`config.mk`:
```
export PLATFORM = sky130hd
export DESIGN_NAME = ppm_route_top
export DESIGN_NICKNAME = d
export VERILOG_FILES = /design/src/rtl/ppm_route_pkg.sv /design/src/rtl/hdr_deser.sv /design/src/rtl/ppm_frame_gen.sv /design/src/rtl/route_table.sv /design/src/rtl/corr_unit.sv /design/src/rtl/ppm_route_top.sv
export SDC_FILE = /design/constraint.sdc
export NUM_CORES = 1
export LEC_CHECK = 0
export ABC_AREA = 0
export BUFFER_PORTS_ARGS = -buffer_cell sky130_fd_sc_hd__buf_4
export CORE_ASPECT_RATIO = 0.9
export CORE_MARGIN = 2
export CORE_UTILIZATION = 60
export CTS_CLUSTER_SIZE = 14
export DETAILED_ROUTE_END_ITERATION = 12
export GPL_ROUTABILITY_DRIVEN = 0
export PLACE_DENSITY = 0.8
export SLEW_MARGIN = 20
export SYNTH_ARGS = -nofsm -noshare
export SYNTH_HDL_FRONTEND = slang
export SYNTH_SLANG_ARGS = --single-unit
```
`constraint.sdc`:
```
create_clock -name clk -period 2.85 [get_ports clk]
set_clock_uncertainty 0.2 [all_clocks]
set_input_delay 0.1425 -clock clk [delete_from_list [all_inputs] [get_ports clk]]
set_output_delay 0.1425 -clock clk [all_outputs]
set_load 0.02 [all_outputs]
```
`src/rtl/ppm_route_pkg.sv`:
```
`timescale 1ns/1ps
package ppm_route_pkg;

  typedef enum logic [2:0] {
    ST_IDLE,
    ST_CAP,
    ST_CORR,
    ST_LAUNCH,
    ST_PAYLOAD
  } eng_state_t;

  // pulse-position frame: the single pulse sits where slot index equals the address
  function automatic logic slot_hit(input logic [31:0] addr, input logic [31:0] slot);
    return addr == slot;
  endfunction

endpackage

```
`src/rtl/hdr_deser.sv`:
```
`timescale 1ns/1ps
module hdr_deser #(
  parameter int AW = 4
) (
  input  logic          clk,
  input  logic          rst_n,
  input  logic          clr,
  input  logic          shift_en,
  input  logic          din,
  output logic [AW-1:0] addr
);
  // LSB arrives first: shifting in from the top leaves it at bit 0 after AW shifts
  always_ff @(posedge clk) begin
    if (!rst_n)        addr <= '0;
    else if (clr)      addr <= '0;
    else if (shift_en) addr <= {din, addr[AW-1:1]};
  end
endmodule

```
`src/rtl/ppm_frame_gen.sv`:
```
`timescale 1ns/1ps
module ppm_frame_gen
  import ppm_route_pkg::*;
#(
  parameter int AW    = 4,
  parameter int SLOTS = 16
) (
  input  logic          clk,
  input  logic          rst_n,
  input  logic          run,
  input  logic [AW-1:0] addr,
  output logic [AW-1:0] slot,
  output logic          pulse,
  output logic          last
);
  always_ff @(posedge clk) begin
    if (!rst_n)    slot <= '0;
    else if (!run) slot <= '0;
    else           slot <= slot + 1'b1;
  end

  assign pulse = run && slot_hit(32'(addr), 32'(slot));
  assign last  = run && (slot == AW'(SLOTS - 1));
endmodule

```
`src/rtl/route_table.sv`:
```
`timescale 1ns/1ps
module route_table #(
  parameter int PORTS = 3,
  parameter int SLOTS = 16,
  parameter int PW    = 2
) (
  input  logic                        clk,
  input  logic                        rst_n,
  input  logic                        we,
  input  logic [PW-1:0]               wport,
  input  logic [SLOTS-1:0]            wmask,
  output logic [PORTS-1:0][SLOTS-1:0] entries
);
  for (genvar p = 0; p < PORTS; p++) begin : g_entry
    always_ff @(posedge clk) begin
      if (!rst_n)                       entries[p] <= '0;
      else if (we && wport == PW'(p))   entries[p] <= wmask;
    end
  end
endmodule

```
`src/rtl/corr_unit.sv`:
```
`timescale 1ns/1ps
module corr_unit #(
  parameter int PORTS = 3,
  parameter int SLOTS = 16,
  parameter int AW    = 4
) (
  input  logic                        clk,
  input  logic                        rst_n,
  input  logic                        clear,
  input  logic                        pulse,
  input  logic [AW-1:0]               slot,
  input  logic [PORTS-1:0][SLOTS-1:0] entries,
  output logic [PORTS-1:0]            acc
);
  // one AND per entry per slot, latched until the next packet clears it
  for (genvar p = 0; p < PORTS; p++) begin : g_corr
    always_ff @(posedge clk) begin
      if (!rst_n)                          acc[p] <= 1'b0;
      else if (clear)                      acc[p] <= 1'b0;
      else if (pulse && entries[p][slot])  acc[p] <= 1'b1;
    end
  end
endmodule

```
`src/rtl/ppm_route_top.sv`:
```
`timescale 1ns/1ps
module ppm_route_top
  import ppm_route_pkg::*;
#(
  parameter int ADDR_W = 4,
  parameter int PORTS  = 3,
  parameter int LEN_W  = 8,
  localparam int SLOTS = 1 << ADDR_W,
  localparam int PW    = (PORTS > 1) ? $clog2(PORTS) : 1
) (
  input  logic             clk,
  input  logic             rst_n,
  input  logic             sop,
  input  logic             din,
  input  logic             din_valid,
  input  logic [LEN_W-1:0] payload_len,
  input  logic             wr_en,
  input  logic [PW-1:0]    wr_port,
  input  logic [SLOTS-1:0] wr_mask,
  output logic [PORTS-1:0] port_en,
  output logic             no_match
);
  localparam int CW = $clog2(ADDR_W) + 1;

  function automatic logic [LEN_W-1:0] clamp_len(input logic [LEN_W-1:0] l);
    return (l == '0) ? LEN_W'(1) : l;
  endfunction

  eng_state_t              state;
  logic [CW-1:0]           bitcnt;
  logic [LEN_W-1:0]        len_q, cnt;
  logic [PORTS-1:0]        port_en_q;
  logic                    nm_q;
  logic [ADDR_W-1:0]       hdr_addr;
  logic [ADDR_W-1:0]       slot;
  logic                    frame_pulse, frame_last;
  logic [PORTS-1:0]        corr_acc;
  logic [PORTS-1:0][SLOTS-1:0] entries;

  // held write
  logic                    pend_v;
  logic [PW-1:0]           pend_port;
  logic [SLOTS-1:0]        pend_mask;
  logic                    tbl_we;
  logic [PW-1:0]           tbl_port;
  logic [SLOTS-1:0]        tbl_mask;

  // named internal events
  logic busy, ev_sop_accept, ev_bit, ev_frame_done, ev_launch, ev_payload_end;
  assign busy           = (state != ST_IDLE);
  assign ev_sop_accept  = (state == ST_IDLE) && sop;
  assign ev_bit         = (state == ST_CAP) && din_valid;
  assign ev_frame_done  = (state == ST_CORR) && frame_last;
  assign ev_launch      = (state == ST_LAUNCH);
  assign ev_payload_end = (state == ST_PAYLOAD) && (cnt == LEN_W'(1));

  // table writes commit only while idle; a parked write goes first
  assign tbl_we   = !busy && (pend_v || wr_en);
  assign tbl_port = pend_v ? pend_port : wr_port;
  assign tbl_mask = pend_v ? pend_mask : wr_mask;

  always_ff @(posedge clk) begin
    if (!rst_n) begin
      pend_v    <= 1'b0;
      pend_port <= '0;
      pend_mask <= '0;
    end else if (wr_en && (busy || pend_v)) begin
      pend_v    <= 1'b1;
      pend_port <= wr_port;
      pend_mask <= wr_mask;
    end else if (!busy) begin
      pend_v    <= 1'b0;
    end
  end

  hdr_deser #(.AW(ADDR_W)) u_deser (
    .clk(clk), .rst_n(rst_n), .clr(ev_sop_accept), .shift_en(ev_bit),
    .din(din), .addr(hdr_addr)
  );

  ppm_frame_gen #(.AW(ADDR_W), .SLOTS(SLOTS)) u_frame (
    .clk(clk), .rst_n(rst_n), .run(state == ST_CORR), .addr(hdr_addr),
    .slot(slot), .pulse(frame_pulse), .last(frame_last)
  );

  route_table #(.PORTS(PORTS), .SLOTS(SLOTS), .PW(PW)) u_table (
    .clk(clk), .rst_n(rst_n), .we(tbl_we), .wport(tbl_port), .wmask(tbl_mask),
    .entries(entries)
  );

  corr_unit #(.PORTS(PORTS), .SLOTS(SLOTS), .AW(ADDR_W)) u_corr (
    .clk(clk), .rst_n(rst_n), .clear(ev_sop_accept), .pulse(frame_pulse),
    .slot(slot), .entries(entries), .acc(corr_acc)
  );

  always_ff @(posedge clk) begin
    if (!rst_n) begin
      state     <= ST_IDLE;
      bitcnt    <= '0;
      len_q     <= '0;
      cnt       <= '0;
      port_en_q <= '0;
      nm_q      <= 1'b0;
    end else begin
      nm_q <= 1'b0;
      case (state)
        ST_IDLE: if (sop) begin
          state  <= ST_CAP;
          bitcnt <= '0;
          len_q  <= clamp_len(payload_len);
        end
        ST_CAP: if (din_valid) begin
          bitcnt <= bitcnt + 1'b1;
          if (bitcnt == CW'(ADDR_W - 1)) state <= ST_CORR;
        end
        ST_CORR: if (frame_last) state <= ST_LAUNCH;
        ST_LAUNCH: begin
          if (|corr_acc) begin
            port_en_q <= corr_acc;
            cnt       <= len_q;
            state     <= ST_PAYLOAD;
          end else begin
            nm_q  <= 1'b1;
            state <= ST_IDLE;
          end
        end
        ST_PAYLOAD: begin
          if (cnt == LEN_W'(1)) begin
            port_en_q <= '0;
            state     <= ST_IDLE;
          end else begin
            cnt <= cnt - 1'b1;
          end
        end
        default: state <= ST_IDLE;
      endcase
    end
  end

  assign port_en  = port_en_q;
  assign no_match = nm_q;
endmodule

```
==> flow_summary.ini, run 1 <==
[detailed_routing]
postRouteAntennaNets = 0
vias_per_cell = 5.95
drc = 0
drt_iter0_markers = 275
vias = 3877
firstDrtPassIters = 5
wl_mm = 10.9
avgRoutedWirePerCell_um = 16.7

[yosys]
synth_edf_count = 0
synth_top_area_share_pct = 44.0
synthCells = 501
synth_top_area_cell = dfxtp_1
syn_nets = 538
synthArstFlopShare_pct = 0
synthTopCellsByArea = dfxtp_1 (44%), a211oi_1 (6.3%), nor2_1 (5.3%)
syn_area_per_cell_um2 = 9.45
yosysSeqAreaShare_pct = 44.0
ys_warn_count = 0
syn_area_um2 = 4740
synth_cell_types = 53
synth_ff_type = dfxtp_1
synth_seq_cells = 104

[floorplanning]
io_pins = 36
num_rows = 30
fp.dieArea_um2 = 8620
die_h_um = 88.3
core_um2 = 7580
initial_core_util_pct = 62.5
die_x_um = 97.7

[clock_network]
cts-buffers-inserted = 9
clk_latency_ns = 0.37
clkTransAtPathRegs_ns = 0.10
cts.repair.resized = 0
root_buffer = clkbuf_8
clock_path_buffers = 2
cts_setup_buffers = 0
cts_tree = built
clock-sinks = 104
htreeDepth = 3
hold_buffers = 34

[global_route]
grt_pass1_wl_mm = 17.4
grt_overflow = 0
antenna_found_initial = 0
track_usage_pct = 25.8
grt_start_max_net_pins = 49
grt_pass1_vias = 3564

[place]
place_area_um2 = 4980
portBuffers = 35
dp_hpwl_mm = 7.20

[critical_path]
critPathLaunchType = flop
path_max_fanout = 13
r2r-end = u_corr.acc[1]$_SDFFE_PP0P_
r2r_slack_ns = 0.47
cp-end-kind = flop
cp_cell_sequence = mux4_1, mux4_2, inv_1, o21ai_1
path_buf_inv = 1
cpLargestDelayFamily = multiplexers
crit_slowest_cell = dfxtp_1
reg2reg_from = u_frame.slot[0]$_SDFF_PN0_
r2r_cells = 4
crit_arrival_ns = 2.44
crit_type = reg -> reg
crit_required_ns = 2.91
slowest_delay_ns = 0.79

[sta]
period_share_pct = 83.5
worstMarginPinSlew_ns = 0.718
hold_viol = 0
tns_ns = 0
slew_viol_final = 0
period_needed_ns = 2.38
final-setup-viol-count = 0
rsz0062_at_grt = no
max-slew-margin-rel_pct = 52.1
timing.fmax_ghz = 0.420

[pwr]
max-vdd-ir-drop_mv = 0.370
power_density_nw_per_um2 = 518
p_leak_uw = 0.00194

[final_layout]
layout_common_cells = dfxtp_1 (104), nor2_1 (67), nand2_1 (65), buf_4 (43), a21oi_1 (42)
antennaDiodeCount = 0
final_nets = 589
drive_above_1_share_pct = 15.8
syn_to_final_growth_pct = 16.4
layout_commonest_cell = dfxtp_1
postLayoutCellArea_um2 = 5510

[status]
status = complete, no violations

[worst_hold_path]
worstHoldPathCells = 2
hp-class = reg -> reg
min_from = pend_mask[11]$_SDFFE_PN0P_
hold_path_end = pend_mask[11]$_SDFFE_PN0P_

[run]
maxCapViolations = 0
-- routing by layer --
metal | wire, µm | GRT usage [%]
met5 | 0 | 0
met4 | 144 | 8.08
met3 | 541 | 5.77
met2 | 5120 | 40.3
met1 | 5070 | 36.3
-- worst reg2reg max path: stages, from the launching register on --
cell and delay [ns]:
dfxtp_1 0.79, mux4_1 0.68, mux4_2 0.48, inv_1 0.07, o21ai_1 0.05
-- power breakdown --
| part | leakage, µW | internal, µW | switching [µW] | total, µW |
|---|---|---|---|---|
| Sequential | 0.000847 | 1520 | 47.8 | 1570 |
| Clock | 0.000100 | 408 | 509 | 917 |
| Combinational | 0.000989 | 169 | 196 | 365 |
| Total | 0.00194 | 2100 | 753 | 2850 |
-- state kept, by name, summed over array words and instances, names as in the netlist --
| signal | cells |
|---|---|
| bitcnt | 3 |
| cnt | 8 |
| len_q | 8 |
| no_match | 1 |
| pend_mask | 16 |
| pend_port | 2 |
| pend_v | 1 |
| port_en | 3 |
| state | 3 |
| u_corr.acc | 3 |
| u_deser.addr | 4 |
| u_frame.slot | 4 |
| u_table.entries | 48 |
-- worst max-delay path by stage --
| stage | start | to | depth (start not counted) |
|---|---|---|---|
| 2_1_floorplan | u_frame.slot[0]$_SDFF_PN0_ | u_corr.acc[2]$_SDFFE_PP0P_ | 6 |
| 3_3_place_gp | u_frame.slot[0]$_SDFF_PN0_ | u_corr.acc[2]$_SDFFE_PP0P_ | 4 |
| 3_5_place_dp | u_frame.slot[0]$_SDFF_PN0_ | u_corr.acc[1]$_SDFFE_PP0P_ | 4 |
| 4_1_cts | u_frame.slot[0]$_SDFF_PN0_ | u_corr.acc[1]$_SDFFE_PP0P_ | 4 |
| 5_1_grt | state[0]$_SDFFE_PN0P_ | u_table.entries[45]$_SDFFE_PN0P_ | 5 |
| 6_report | u_frame.slot[0]$_SDFF_PN0_ | u_corr.acc[1]$_SDFFE_PP0P_ | 4 |
-- stage by stage --
stage | hold WS, ns | power (µW) | std cells | utilization (%) | setup WS, ns
after floorplan | 0.0785 | 1820 | 501 | - | 0.866
after global placement | 0.179 | 1910 | 603 | 65.7 | 0.610
after detailed placement | 0.204 | 1930 | 603 | 65.7 | 0.478
after CTS | 0.262 | 2860 | 652 | 72.7 | 0.464
after global routing | 0.278 | 2970 | 652 | 72.7 | 0.353
final | 0.259 | 2850 | 652 | 72.7 | 0.470
-- cell usage after synthesis (all sizes together) (4+ instances only) --
master	n
dfxtp	104
nor2	67
nand2	65
a211oi	51
a21oi	42
mux2i	22
buf	20
clkbuf	18
mux4	15
nand3	15
inv	9
o21ai	9
and2	5
ha	5
or3	4
-- logic make-up (layout without fill, tap and decap cells) --
group                      after synthesis  count (layout)  share of synthesized area (%)
xor gates and xnor gates                 6               6                           1.11
adders and majority gates                6               6                           1.53
AOI/OAI and AO/OA                      117             117                           17.8
and+or+nand+nor                        183             183                           17.6
buffers and inverters                   47             102                           5.34
muxes                                   38              38                           12.6
DFF                                    104             104                           44.0
-- final cells by class --
cell class | count | area [µm²]
Sequential cell | 104 | 2080
Clock inverter | 6 | 66.3
Fill cell | 536 | 2070
Tap cell | 96 | 120
Clock buffer | 9 | 124
Multi-Input combinational cell | 350 | 2400
Inverter | 9 | 33.8
Timing Repair Buffer | 78 | 683
Power figures use the tool's default switching activity.
==> run 2: changes to the inputs <==
- ABC_AREA: 0 -> 1
- PLACE_DENSITY: 0.8 -> 0.79
- clock period: 2.85 -> 2.2 ns (I/O delays scaled with it)
==> flow_summary.ini, run 2 <==
[status]
status = complete, no violations

[pwr]
combPwrFrac_pct = 32.8
p_int_uw = 3280
p_sw_share_pct = 37.8
max-vdd-ir-drop_mv = 0.607
power.share.clock_pct = 21.6
p_leak_uw = 0.00241
power_density_nw_per_um2 = 928
finalPower_uw = 5270
power_frac_seq_pct = 45.6
switchingPower_uw = 1990

[critical_path]
crit_required_ns = 2.31
crit_arrival_ns = 2.08
cp-end-kind = flop
crit_type = reg -> reg
r2r_slack_ns = 0.22
critPathLaunchType = flop
reg2reg_from = state[2]$_SDFFE_PN0P_
r2r-end = pend_port[0]$_SDFFE_PN0P_
path_max_fanout = 9
r2r_cells = 8

[detailed_routing]
firstDrtPassIters = 5
postRouteAntennaNets = 0
vias = 4563
vias_per_cell = 5.31
wl_mm = 11.5
drc = 0
avgRoutedWirePerCell_um = 13.4
drt_iter0_markers = 249

[yosys]
yosysSeqAreaShare_pct = 42.5
synth_top_area_share_pct = 42.5
synth_most_common_cell = nand2_1
synth_edf_count = 0
syn_area_um2 = 4900
synthCells = 701
synthArstFlopShare_pct = 0
ys_warn_count = 0
synth_cell_types = 32
ys_top_cells_by_count = nand2_1 (160), dfxtp_1 (104), a21oi_1 (85)
synth_seq_cells = 104
syn_nets = 738
synthTopCellsByArea = dfxtp_1 (43%), nand2_1 (12%), a21oi_1 (8.7%)
syn_area_per_cell_um2 = 6.99
synth_ff_type = dfxtp_1
synth_top_area_cell = dfxtp_1

[floorplanning]
fp.dieArea_um2 = 8900
io_pins = 36
die_h_um = 89.7
die_x_um = 99.2
num_rows = 31
initial_core_util_pct = 61.3
core_um2 = 7990

[final_layout]
largest_reg_flops = 48
layout_common_cells = nand2_1 (160), dfxtp_1 (104), a21oi_1 (85), inv_1 (80), o21ai_1 (55)
syn_to_final_growth_pct = 16.0
drive_above_1_share_pct = 11.3
final_nets = 792
layout_commonest_cell = nand2_1
top_register = u_table.entries
reg.largest.list = u_table.entries: 48 flops, pend_mask: 16 flops
antennaDiodeCount = 0

[clock_network]
htreeDepth = 3
cts-buffers-inserted = 9
cts_setup_buffers = 0
cts_tree = built
root_buffer = clkbuf_8
clock-sinks = 104
clock_path_buffers = 2
clk_latency_ns = 0.37
clkTransAtPathRegs_ns = 0.11

[sta]
slew_viol_final = 0
hold_viol = 0
final-setup-viol-count = 0
period_share_pct = 89.8
tns_ns = 0
worstMarginPinSlew_ns = 0.606
period_needed_ns = 1.98
timing.fmax_ghz = 0.506
max-slew-margin-rel_pct = 59.2
rsz0062_at_grt = no

[worst_hold_path]
worstHoldPathCells = 6
hold_path_end = state[1]$_SDFFE_PN0P_
hp-class = in -> reg
min_from = sop

[place]
portBuffers = 35
dp_hpwl_mm = 7.53

[global_route]
grt_pass1_wl_mm = 19.6
antenna_found_initial = 0
grt_pass1_vias = 4298
grt_start_max_net_pins = 50
track_usage_pct = 26.6
grt_overflow = 0

[run]
maxCapViolations = 0
run 2: cells by family after synthesis:
kind of cell               share of synthesized area [%]
buffers and inverters                               11.2
and+or+nand+nor                                     24.6
AOI/OAI and AO/OA                                   19.9
xor gates and xnor gates                           0.536
adders and majority gates                           1.28
DFF                                                 42.5
run 2: final cells by class:
cell class | instances | area [µm²]
inverter | 91 | 342
tap | 99 | 124
multi-input combinational | 471 | 2270
timing repair buffer | 78 | 678
clock inverter | 6 | 50.0
fill | 640 | 2310
clock buffer | 10 | 138
sequential | 104 | 2080
run 2: what timing repair did:
action	4_1_cts	5_1_grt
hold buffers	37	0
resized for setup	0	0
endpoints found under the hold margin	43	0
run 2: per-stage QoR:
step / hold WS (ns) / util (%) / cell area (µm²) / setup slack, ns / std cells
after detailed placement: 0.133 / 64.1 / 5120 / 0.265 / 806
after global routing: 0.141 / 71.1 / 5680 / 0.0882 / 859
after floorplan: 0.0360 / - / 4900 / 0.673 / 701
after global placement: 0.123 / 64.1 / 5120 / 0.362 / 806
after CTS: 0.0705 / 71.1 / 5680 / 0.251 / 859
final: 0.0947 / 71.1 / 5680 / 0.225 / 859
run 2: worst max path at each step:
stage | startpoint | endpoint | slack, ns | depth (start not counted)
final | state[2]$_SDFFE_PN0P_ | pend_port[0]$_SDFFE_PN0P_ | 0.22 | 8
after global routing | pend_v$_SDFFE_PN0P_ | u_table.entries[29]$_SDFFE_PN0P_ | 0.09 | 7
after CTS | state[0]$_SDFFE_PN0P_ | u_table.entries[5]$_SDFFE_PN0P_ | 0.25 | 8
after detailed placement | state[0]$_SDFFE_PN0P_ | u_table.entries[5]$_SDFFE_PN0P_ | 0.26 | 8
after global placement | state[0]$_SDFFE_PN0P_ | u_table.entries[4]$_SDFFE_PN0P_ | 0.36 | 8
after floorplan | cnt[1]$_SDFFE_PN0P_ | state[1]$_SDFFE_PN0P_ | 0.67 | 7
run 2: power by group through the flow:
stage	clock network [µW]	registers [µW]	logic, µW
6_report	1140	2410	1730
5_1_grt	1230	2440	1980
4_1_cts	1160	2400	1690
3_5_place_dp	0	2440	1610
3_3_place_gp	0	2430	1550
2_1_floorplan	0	2400	1340
run 2: worst max-delay path, stage by stage, from the launching register on:
cell           delay, ns
dfxtp_1             0.36
inv_2               0.11
nand2_4             0.08
nor2_4              0.17
nand2_2             0.09
nand2_4             0.12
o21ai_0             0.08
dlygate4sd3_1       0.59
nor2_1              0.12
run 2: routing by layer:
| layer | vias up | global-route usage, % | wire length (µm) |
|---|---|---|---|
| li1 | 2371 | - | - |
| met1 | 2064 | 36.0 | 5410 |
| met2 | 110 | 43.5 | 5360 |
| met3 | 18 | 5.37 | 549 |
| met4 | 0 | 7.19 | 168 |
| met5 | - | 0 | 0 |
==> run 3: changes to the inputs <==
- SLEW_MARGIN: 20 -> default
- SYNTH_HIERARCHICAL: default -> 1
==> flow_summary.ini, run 3 <==
[status]
status = complete, no violations

[sta]
max-slew-margin-rel_pct = 68.8
slew_viol_final = 0
worstMarginPinSlew_ns = 0.466
period_share_pct = 93.6
timing.fmax_ghz = 0.486
period_needed_ns = 2.06
final-setup-viol-count = 0
tns_ns = 0
rsz0062_at_grt = no
hold_viol = 0

[final_layout]
layoutNonFillerInstCount = 1060
antennaDiodeCount = 0
multiInputGateArea_um2 = 2640
final_nets = 971
syn_to_final_growth_pct = 14.4
register_area_um2 = 2080
layout_common_cells = nand2_1 (275), nor2_1 (156), inv_1 (125), dfxtp_1 (102), nand3_1 (69)
layout_commonest_cell = nand2_1
largest_reg_flops = 48
reg.largest.list = u_table/entries: 48 flops, pend_mask: 16 flops
fillers = 810
top_register = u_table/entries
drive_above_1_share_pct = 9.70

[pwr]
power_density_nw_per_um2 = 932
combPwrFrac_pct = 36.4
p_sw_share_pct = 39.1
power_frac_seq_pct = 42.4
switchingPower_uw = 2290
max-vdd-ir-drop_mv = 0.598
power.share.clock_pct = 21.2
p_int_uw = 3560
finalPower_uw = 5840
p_leak_uw = 0.00308

[yosys]
synth_top_area_share_pct = 38.0
ys_top_cells_by_count = nand2_1 (276), nor2_1 (157), inv_1 (125)
synth_most_common_cell = nand2_1
synthArstFlopShare_pct = 0
synth_cell_types = 35
synthTopCellsByArea = dfxtp_1 (38%), nand2_1 (19%), nor2_1 (11%)
syn_area_per_cell_um2 = 6.21
synth_ff_type = dfxtp_1
synth_top_area_cell = dfxtp_1
ys_warn_count = 6
synth_seq_cells = 104
syn_nets = 920
synthCells = 883
yosysSeqAreaShare_pct = 38.0
syn_area_um2 = 5480
synth_edf_count = 0

[clock_network]
cts_tree = built
htreeDepth = 3
clock-sinks = 104
clock_path_buffers = 2
root_buffer = clkbuf_8
clkTransAtPathRegs_ns = 0.10
cts-buffers-inserted = 9
clk_latency_ns = 0.37

[detailed_routing]
avgRoutedWirePerCell_um = 12.2
drt_iter0_markers = 331
firstDrtPassIters = 5
wl_mm = 13.0
vias = 5395
vias_per_cell = 5.09
highest_layer = met4
drc = 0
routed-wl-met2_mm = 6.13
met3_wirelength_um = 644
postRouteAntennaNets = 0
m1WireLength_mm = 5.91

[global_route]
grt_pass1_vias = 5021
grt_start_max_net_pins = 57
grt_pass1_wl_mm = 22.3
track_usage_pct = 27.7
grt_overflow = 0
antenna_found_initial = 0

[place]
placedCellCount = 1013
dp_hpwl_mm = 8.54
portBuffers = 35

[run]
maxCapViolations = 0

[floorplanning]
fp.dieArea_um2 = 9920
num_rows = 33
io_pins = 36
initial_core_util_pct = 60.9
core_um2 = 9000
die_h_um = 94.7
die_x_um = 105

[worst_hold_path]
hp-class = in -> reg

[critical_path]
crit_required_ns = 2.31
crit_arrival_ns = 2.17
path_max_fanout = 11
cp-end-kind = flop
crit_type = reg -> reg
critPathLaunchType = flop
==> run 3: per-layer routing <==
metal  global-route usage [%]  vias up
li1                         -     2763
met1                     35.4     2471
met2                     47.5      137
met3                     4.69       24
met4                     10.3        0
met5                        0        -
==> run 3: stage by stage <==
stage | instance area, µm² | setup slack (ns) | util (%) | hold WS, ns
2_1_floorplan | 5480 | 0.486 | - | 0.0443
3_3_place_gp | 5740 | 0.276 | 63.7 | 0.142
3_5_place_dp | 5740 | 0.212 | 63.7 | 0.148
4_1_cts | 6250 | 0.0526 | 69.5 | 0.0157
5_1_grt | 6270 | 0.00645 | 69.6 | 0.0464
6_report | 6270 | 0.142 | 69.6 | 0.0373
==> run 3: cell type report <==
type                            instances  share of cell area [%]
Clock inverter                          4                   0.838
Clock buffer                           11                    2.42
Inverter                              136                    8.32
Sequential cell                       104                    33.3
Multi-Input combinational cell        606                    42.1
Tap cell                              122                    2.44
Timing Repair Buffer                   77                    10.7
==> run 3: final timing paths <==
check,from,end,slack (ns),depth (start not counted)
max,state[0]$_SDFFE_PN0P_,len_q[0]$_SDFFE_PN0P_,0.14,9
min,sop,len_q[5]$_SDFFE_PN0P_,0.04,5
max reg2reg,state[0]$_SDFFE_PN0P_,len_q[0]$_SDFFE_PN0P_,0.14,9
min reg2reg,len_q[5]$_SDFFE_PN0P_,len_q[5]$_SDFFE_PN0P_,0.28,2
==> run 3: timing repair <==
item	CTS	global route
endpoints found under the hold margin	65	0
endpoints found under the setup margin	0	35
hold buffers	31	0
buffers inserted	0	1
resized for setup	0	4
==> run 3: power groups by stage <==
stage          Clock, µW  Sequential (µW)  Combinational, µW
6_report            1240             2480               2130
2_1_floorplan          0             2440               1740
5_1_grt             1330             2520               2460
3_3_place_gp           0             2490               1950
3_5_place_dp           0             2510               2020
4_1_cts             1270             2470               2080
==> run 3: critical path, stage by stage, from the launching register on <==
cell and delay, ns:
dfxtp_2 0.39, nor2_4 0.13, inv_2 0.05, nor2_2 0.11, nand2_1 0.08, buf_4 0.18
nor2_2 0.10, nand3_1 0.07, dlygate4sd3_1 0.56, a21oi_1 0.12
==> run 3: kinds of logic (layout without fill, tap and decap cells) <==
| group | after synthesis | after routing | share of synthesized area (%) |
|---|---|---|---|
| AOI/OAI and AO/OA | 74 | 74 | 7.12 |
| DFF | 104 | 104 | 38.0 |
| and+or+nand+nor | 527 | 527 | 39.8 |
| buffers and inverters | 173 | 228 | 14.0 |
| adders and majority gates | 5 | 5 | 1.14 |
